### src/rtl/sid_pkg.sv
package sid_pkg;

  typedef enum logic [1:0] {
    SEL_ENABLE   = 2'd0,
    SEL_TRIGGER  = 2'd1,
    SEL_POLARITY = 2'd2,
    SEL_ACK      = 2'd3
  } sid_sel_e;

  localparam logic [1:0] TRG_LEVEL = 2'd0;
  localparam logic [1:0] TRG_ANY   = 2'd1;
  localparam logic [1:0] TRG_FALL  = 2'd2;
  localparam logic [1:0] TRG_RISE  = 2'd3;

  // Decide whether one pin fires for the given mode and frame pair.
  function automatic logic trig_hit(input logic [1:0] mode, input logic pol,
                                    input logic cur, input logic prv);
    case (mode)
      TRG_LEVEL: return cur ^ pol;
      TRG_ANY:   return cur ^ prv;
      TRG_FALL:  return prv & ~cur;
      default:   return ~prv & cur;
    endcase
  endfunction

endpackage

### src/rtl/sid_cfg_regs.sv
module sid_cfg_regs
  import sid_pkg::*;
#(
  parameter int NBIT  = 4,
  parameter int NPORT = 32,
  parameter int IDXW  = 3
) (
  input  logic                  clk,
  input  logic                  rst,
  input  logic                  we,
  input  logic [1:0]            sel,
  input  logic [IDXW-1:0]       idx,
  input  logic [NPORT-1:0]      wdata,
  output logic [NBIT*NPORT-1:0] en_o,
  output logic [NBIT*NPORT-1:0] tlo_o,
  output logic [NBIT*NPORT-1:0] thi_o,
  output logic [NBIT*NPORT-1:0] pol_o,
  output logic [NBIT*NPORT-1:0] ack_o
);

  for (genvar b = 0; b < NBIT; b++) begin : g_word
    localparam logic [IDXW-1:0] LO_IDX = IDXW'(b);
    localparam logic [IDXW-1:0] HI_IDX = IDXW'(NBIT + b);

    logic [NPORT-1:0] en_q, tlo_q, thi_q, pol_q;
    logic             hit_lo, hit_hi;

    assign hit_lo = we && (idx == LO_IDX);
    assign hit_hi = we && (idx == HI_IDX);

    always_ff @(posedge clk) begin
      if (rst) begin
        en_q  <= '0;
        tlo_q <= '0;
        thi_q <= '0;
        pol_q <= '0;
      end else begin
        if (hit_lo && sel == SEL_ENABLE)   en_q  <= wdata;
        if (hit_lo && sel == SEL_POLARITY) pol_q <= wdata;
        if (hit_lo && sel == SEL_TRIGGER)  tlo_q <= wdata;
        if (hit_hi && sel == SEL_TRIGGER)  thi_q <= wdata;
      end
    end

    assign en_o [b*NPORT +: NPORT] = en_q;
    assign tlo_o[b*NPORT +: NPORT] = tlo_q;
    assign thi_o[b*NPORT +: NPORT] = thi_q;
    assign pol_o[b*NPORT +: NPORT] = pol_q;
    assign ack_o[b*NPORT +: NPORT] = (hit_lo && sel == SEL_ACK) ? wdata : '0;
  end

endmodule

### src/rtl/sid_word_detect.sv
module sid_word_detect
  import sid_pkg::*;
#(
  parameter int NPORT = 32
) (
  input  logic             clk,
  input  logic             rst,
  input  logic             stb,
  input  logic [NPORT-1:0] cur,
  input  logic [NPORT-1:0] tlo,
  input  logic [NPORT-1:0] thi,
  input  logic [NPORT-1:0] pol,
  input  logic [NPORT-1:0] ack,
  output logic [NPORT-1:0] pend_o
);

  logic [NPORT-1:0] prev_q, pend_q, hit;

  for (genvar p = 0; p < NPORT; p++) begin : g_pin
    assign hit[p] = stb & trig_hit({thi[p], tlo[p]}, pol[p], cur[p], prev_q[p]);
  end

  always_ff @(posedge clk) begin
    if (rst) begin
      prev_q <= '0;
      pend_q <= '0;
    end else begin
      pend_q <= (pend_q & ~ack) | hit;
      if (stb) prev_q <= cur;
    end
  end

  assign pend_o = pend_q;

endmodule

### src/rtl/sid_irq_merge.sv
module sid_irq_merge #(
  parameter int NW = 128
) (
  input  logic          clk,
  input  logic          rst,
  input  logic [NW-1:0] pend,
  input  logic [NW-1:0] en,
  input  logic          master,
  output logic [NW-1:0] ident_o,
  output logic          irq_o
);

  logic irq_q;

  assign ident_o = pend & en;

  always_ff @(posedge clk) begin
    if (rst) irq_q <= 1'b0;
    else     irq_q <= master & (|ident_o);
  end

  assign irq_o = irq_q;

endmodule

### src/rtl/sio_irq_detect.sv
module sio_irq_detect #(
  parameter int NBIT  = 4,
  parameter int NPORT = 32,
  localparam int NW   = NBIT * NPORT,
  localparam int IDXW = (2 * NBIT > 2) ? $clog2(2 * NBIT) : 1
) (
  input  logic             clk,
  input  logic             rst,
  input  logic             frame_stb,
  input  logic [NW-1:0]    frame_bits,
  input  logic             cfg_we,
  input  logic [1:0]       cfg_sel,
  input  logic [IDXW-1:0]  cfg_idx,
  input  logic [NPORT-1:0] cfg_wdata,
  input  logic             irq_master_en,
  output logic [NW-1:0]    ident_o,
  output logic             irq_o
);

  logic [NW-1:0] en_all, tlo_all, thi_all, pol_all, ack_all, pend_all;

  sid_cfg_regs #(.NBIT(NBIT), .NPORT(NPORT), .IDXW(IDXW)) u_cfg (
    .clk   (clk),
    .rst   (rst),
    .we    (cfg_we),
    .sel   (cfg_sel),
    .idx   (cfg_idx),
    .wdata (cfg_wdata),
    .en_o  (en_all),
    .tlo_o (tlo_all),
    .thi_o (thi_all),
    .pol_o (pol_all),
    .ack_o (ack_all)
  );

  for (genvar b = 0; b < NBIT; b++) begin : g_det
    sid_word_detect #(.NPORT(NPORT)) u_word (
      .clk    (clk),
      .rst    (rst),
      .stb    (frame_stb),
      .cur    (frame_bits[b*NPORT +: NPORT]),
      .tlo    (tlo_all[b*NPORT +: NPORT]),
      .thi    (thi_all[b*NPORT +: NPORT]),
      .pol    (pol_all[b*NPORT +: NPORT]),
      .ack    (ack_all[b*NPORT +: NPORT]),
      .pend_o (pend_all[b*NPORT +: NPORT])
    );
  end

  sid_irq_merge #(.NW(NW)) u_merge (
    .clk     (clk),
    .rst     (rst),
    .pend    (pend_all),
    .en      (en_all),
    .master  (irq_master_en),
    .ident_o (ident_o),
    .irq_o   (irq_o)
  );

endmodule

### config.mk
export PLATFORM = sky130hd
export DESIGN_NAME = sio_irq_detect
export DESIGN_NICKNAME = d
export VERILOG_FILES = /design/src/rtl/sid_pkg.sv /design/src/rtl/sid_cfg_regs.sv /design/src/rtl/sid_word_detect.sv /design/src/rtl/sid_irq_merge.sv /design/src/rtl/sio_irq_detect.sv
export SDC_FILE = /design/constraint.sdc
export NUM_CORES = 2
export LEC_CHECK = 0
export ABC_CLOCK_PERIOD_IN_PS = 2720
export BUFFER_PORTS_ARGS = -buffer_cell sky130_fd_sc_hd__buf_4
export CORE_AREA = 2 2 324 326
export CTS_CLUSTER_SIZE = 10
export DETAILED_ROUTE_END_ITERATION = 8
export DIE_AREA = 0 0 326 328
export PLACE_DENSITY_LB_ADDON = 0.2
export SKIP_LAST_GASP = 1
export SYNTH_ARGS = -nofsm -noshare
export SYNTH_HDL_FRONTEND = slang
export SYNTH_HIERARCHICAL = 1
export SYNTH_SLANG_ARGS = --single-unit
### constraint.sdc
create_clock -name clk -period 2.72 [get_ports clk]
set_input_delay 0.816 -clock clk [delete_from_list [all_inputs] [get_ports clk]]
set_output_delay 0.816 -clock clk [all_outputs]
set_load 0.03 [all_outputs]
==> run_results.csv <==
group,metric,value,unit
worst_setup_path,r2r_slack,0.15,ns
finish,final_cell_area,42900,µm²
global_route,grt.overflow.total,0,
pwr,powerDensity,574,nW/µm²
worst_hold_path,hold_start,"frame_bits[34]",
global_route,grt_pass1_vias,26305,
finish,area_growth,19.0,%
timing,slew_viol_final,0,
pwr,power.leakage,20.2,nW
pwr,switching_share,23.8,%
floorplanning,core,103000,µm²
logic_synthesis,synth_top_area_share,42.7,%
worst_setup_path,startpoint_type,"flop",
logic_synthesis,synth_edf_count,0,
placement,pre_cts_slack,0.0990,ns
logic_synthesis,synth_seq_area_share,42.7,%
finish,fin_util,41.6,%
timing,hold_viol,0,
timing,min_period,2.57,ns
worst_setup_path,cp_max_fo,2,
clock_tree,cts_buffers,90,
timing,worst_pin_slew,0.606,ns
pwr,power_frac_clock,44.4,%
placement,place_congestion,0.803,
clock_tree,hold_buffers,0,
logic_synthesis,ys_seq_elements,769,
route,via_per_inst,5.11,
worst_setup_path,critPathKind,"reg -> reg",
worst_setup_path,cpMaxStageDelayCell,"nor4_1",
route,drt-total-wl,115000,µm
pwr,power_frac_comb,7.7,%
worst_setup_path,cp_top_family,"simple AND/OR/NAND/NOR gates",
worst_setup_path,crit_chain,"and2_1 > or4_1 > or4_1 > nor4_1 > a311oi_1",
floorplanning,die_area,107000,µm²
worst_hold_path,hold_path_end,"g_det[1].u_word/prev_q[2]$_SDFFE_PP0P_",
worst_setup_path,r2r-start,"g_det[3].u_word/pend_o[29]$_SDFF_PP0_",
timing,clock.fmax,0.390,GHz
floorplanning,die_height,328,µm
timing,fin_crit_sh,94.3,%
pwr,peakVddDrop,0.379,mV
clock_tree,cts_setup_buffers,0,
worst_setup_path,cp_common_cell,"or4_1",
logic_synthesis,yosysUniqueCellTypes,43,
route,drt_iter0_markers,1680,
floorplanning,start_util,34.9,%
worst_setup_path,critPathBufInv,0,
clock_tree,root_buffer,"clkbuf_16",
logic_synthesis,async_flop_share,0,%
global_route,grt_max_degree,82,
route,wire_per_inst,21.6,µm
logic_synthesis,synth_ff_type,"dfxtp_1",
clock_tree,path_clk_slew,0.05,ns
clock_tree,clockBufferDepth,3,
worst_setup_path,end_kind,"flop",
logic_synthesis,yosys-top-cells-area,"dfxtp_1, mux2i_1, nand2b_1",
outcome,status,"complete, no violations",
timing,setup_slack,0.155,ns
floorplanning,num_io_pins,299,
placement,postPlaceCellArea,40300,µm²
worst_setup_path,r2r_cells,5,
route,ant_nets,0,
placement,numPortBuffers,298,
logic_synthesis,netlist_top_cells_count,"nand2b_1, dfxtp_1, mux2i_1",
logic_synthesis,synth_nets,3773,
timing,setup-violations-final,0,
finish,drive_gt1_share,14.7,%
worst_hold_path,hold_path.class,"in -> reg",
floorplanning,placement_rows,118,
timing,skew,0.0224,ns
run,max_cap_violations,0,
logic_synthesis,syn_avg_cell_area,10.0,µm²
timing,finalSetupTns,0,ns
clock_tree,cts-resized-gates,0,
worst_hold_path,hold_path_depth,3,
pwr,power.internal,18.8,mW
placement,place_hpwl,80300,µm
logic_synthesis,yosysMostFrequentCell,"nand2b_1",
clock_tree,clock-sinks,769,
worst_setup_path,crit_required,3.22,ns
timing,grt_setup_unrepaired,"false",
clock_tree,h-tree-depth,3,
clock_tree,tritoncts,"yes",
worst_setup_path,max_stage_delay,0.60,ns
pwr,power.switching,5.86,mW
worst_setup_path,crit_arrival,3.06,ns
pwr,seq_power_share,48.0,%
route,num_vias,27144,
logic_synthesis,synthesis.area,36100,µm²
route,dr.pass1.iters,5,
logic_synthesis,synth_warnings,6,
worst_setup_path,rr_endpoint,"u_merge/irq_o$_SDFF_PP0_",
global_route,track_usage,20.8,%
timing,slew_headroom,59.2,%
logic_synthesis,yosysTopAreaCell,"dfxtp_1",
global_route,antenna_found_initial,19,
logic_synthesis,syn_inst,3603,
pwr,power,24.6,mW
finish,nets,4061,
route,drc,0,
global_route,grt_pass1_wl,170000,µm
floorplanning,die_w,326,µm
clock_tree,insertion_delay,0.64,ns
layout by cell type (no fill, tap or decap), drive strengths merged:
cell type  count
a32oi         16
nand2b       788
o21ai         16
and4b          1
nand4b         1
nand2         13
nand4          4
and2         258
nor4b          1
o311a        112
a221oi       112
dfxtp        769
and4bb         2
mux2i        656
xor2         112
inv           19
or2            6
o32ai        112
nor3           2
nand3b        32
nor2         244
a21oi         16
diode          9
nor4          15
clkbuf       125
a22oi          4
and2b          2
o31ai         16
clkinv         1
nor2b          2
nand3          4
or4           17
and4           1
buf          447
a311oi         1
layout make-up:
cell class | count | area (µm²)
diodes | 9 | 22.5
clock buffers | 125 | 2510
clock inverters | 3 | 22.5
fillers | 9994 | 60300
inverters | 17 | 63.8
multi-input cells | 2566 | 19300
flip-flops and latches | 769 | 15400
well taps | 1380 | 1730
repair buffers | 447 | 3820
through the flow:
step	instances	hold WS (ns)
floorplan	3603	0.448
detailed placement	5179	0.461
global route	5312	0.423
CTS	5307	0.388
global placement	5179	0.455
finish	5316	0.428
flip-flops by register name, indices dropped and copies added (netlist names):
register and flops:
g_det.u_word/pend_o 128, g_det.u_word/prev_q 128, u_cfg/g_word.en_q 128, u_cfg/g_word.pol_q 128, u_cfg/g_word.thi_q 128, u_cfg/g_word.tlo_q 128
u_merge/irq_o 1
metal layers:
metal	vias to the layer above	wire (µm)	track usage [%]	part of all wire, %
met4	14	3260	6.99	2.8
met1	13219	55700	29.0	48
met2	510	50900	32.4	44
met5	-	94	0	0.082
li1	13230	-	-	-
met3	171	5130	3.65	4.5
kinds of logic (layout without fill, tap and decap cells):
family / count (synthesis) / count (layout) / synth area share [%]
flip-flops: 769 / 769 / 42.7
AO/OA/AOI/OAI: 405 / 405 / 9.83
other: 0 / 9 / 0
AND/OR/NAND/NOR: 1393 / 1393 / 22.8
XOR/XNOR: 112 / 112 / 2.72
multiplexers: 656 / 656 / 18.2
buffers and inverters: 268 / 592 / 3.74
worst reg2reg max path: cells and delay by family, from the launching register on:
family / cells / cell delay [ns]
AND/OR/NAND/NOR: 4 / 1.92
flip-flops: 1 / 0.31
AO/OA/AOI/OAI: 1 / 0.19
power groups by stage:
stage / combinational (mW) / clock [mW] / sequential, mW
2_1_floorplan: 1.08 / 0 / 12.0
3_5_place_dp: 1.88 / 0 / 12.0
5_1_grt: 2.03 / 11.7 / 11.8
6_report: 1.89 / 10.9 / 11.8
3_3_place_gp: 1.88 / 0 / 12.0
4_1_cts: 1.90 / 11.3 / 11.8
worst max-delay path by stage:
| stage | from | depth (start not counted) | endpoint | slack [ns] |
|---|---|---|---|---|
| 3_3_place_gp | cfg_idx[2] | 9 | g_det[0].u_word/pend_o[5]$_SDFF_PP0_ | 0.12 |
| 3_5_place_dp | cfg_idx[2] | 9 | g_det[0].u_word/pend_o[24]$_SDFF_PP0_ | 0.1 |
| 2_1_floorplan | cfg_idx[1] | 9 | g_det[2].u_word/pend_o[2]$_SDFF_PP0_ | 0.57 |
| 5_1_grt | g_det[3].u_word/pend_o[29]$_SDFF_PP0_ | 5 | u_merge/irq_o$_SDFF_PP0_ | 0.16 |
| 6_report | g_det[3].u_word/pend_o[29]$_SDFF_PP0_ | 5 | u_merge/irq_o$_SDFF_PP0_ | 0.15 |
| 4_1_cts | u_cfg/g_word[2].en_q[27]$_SDFFE_PP0P_ | 2 | ident_o[91] | 0.19 |
Power figures use the tool's default switching activity.
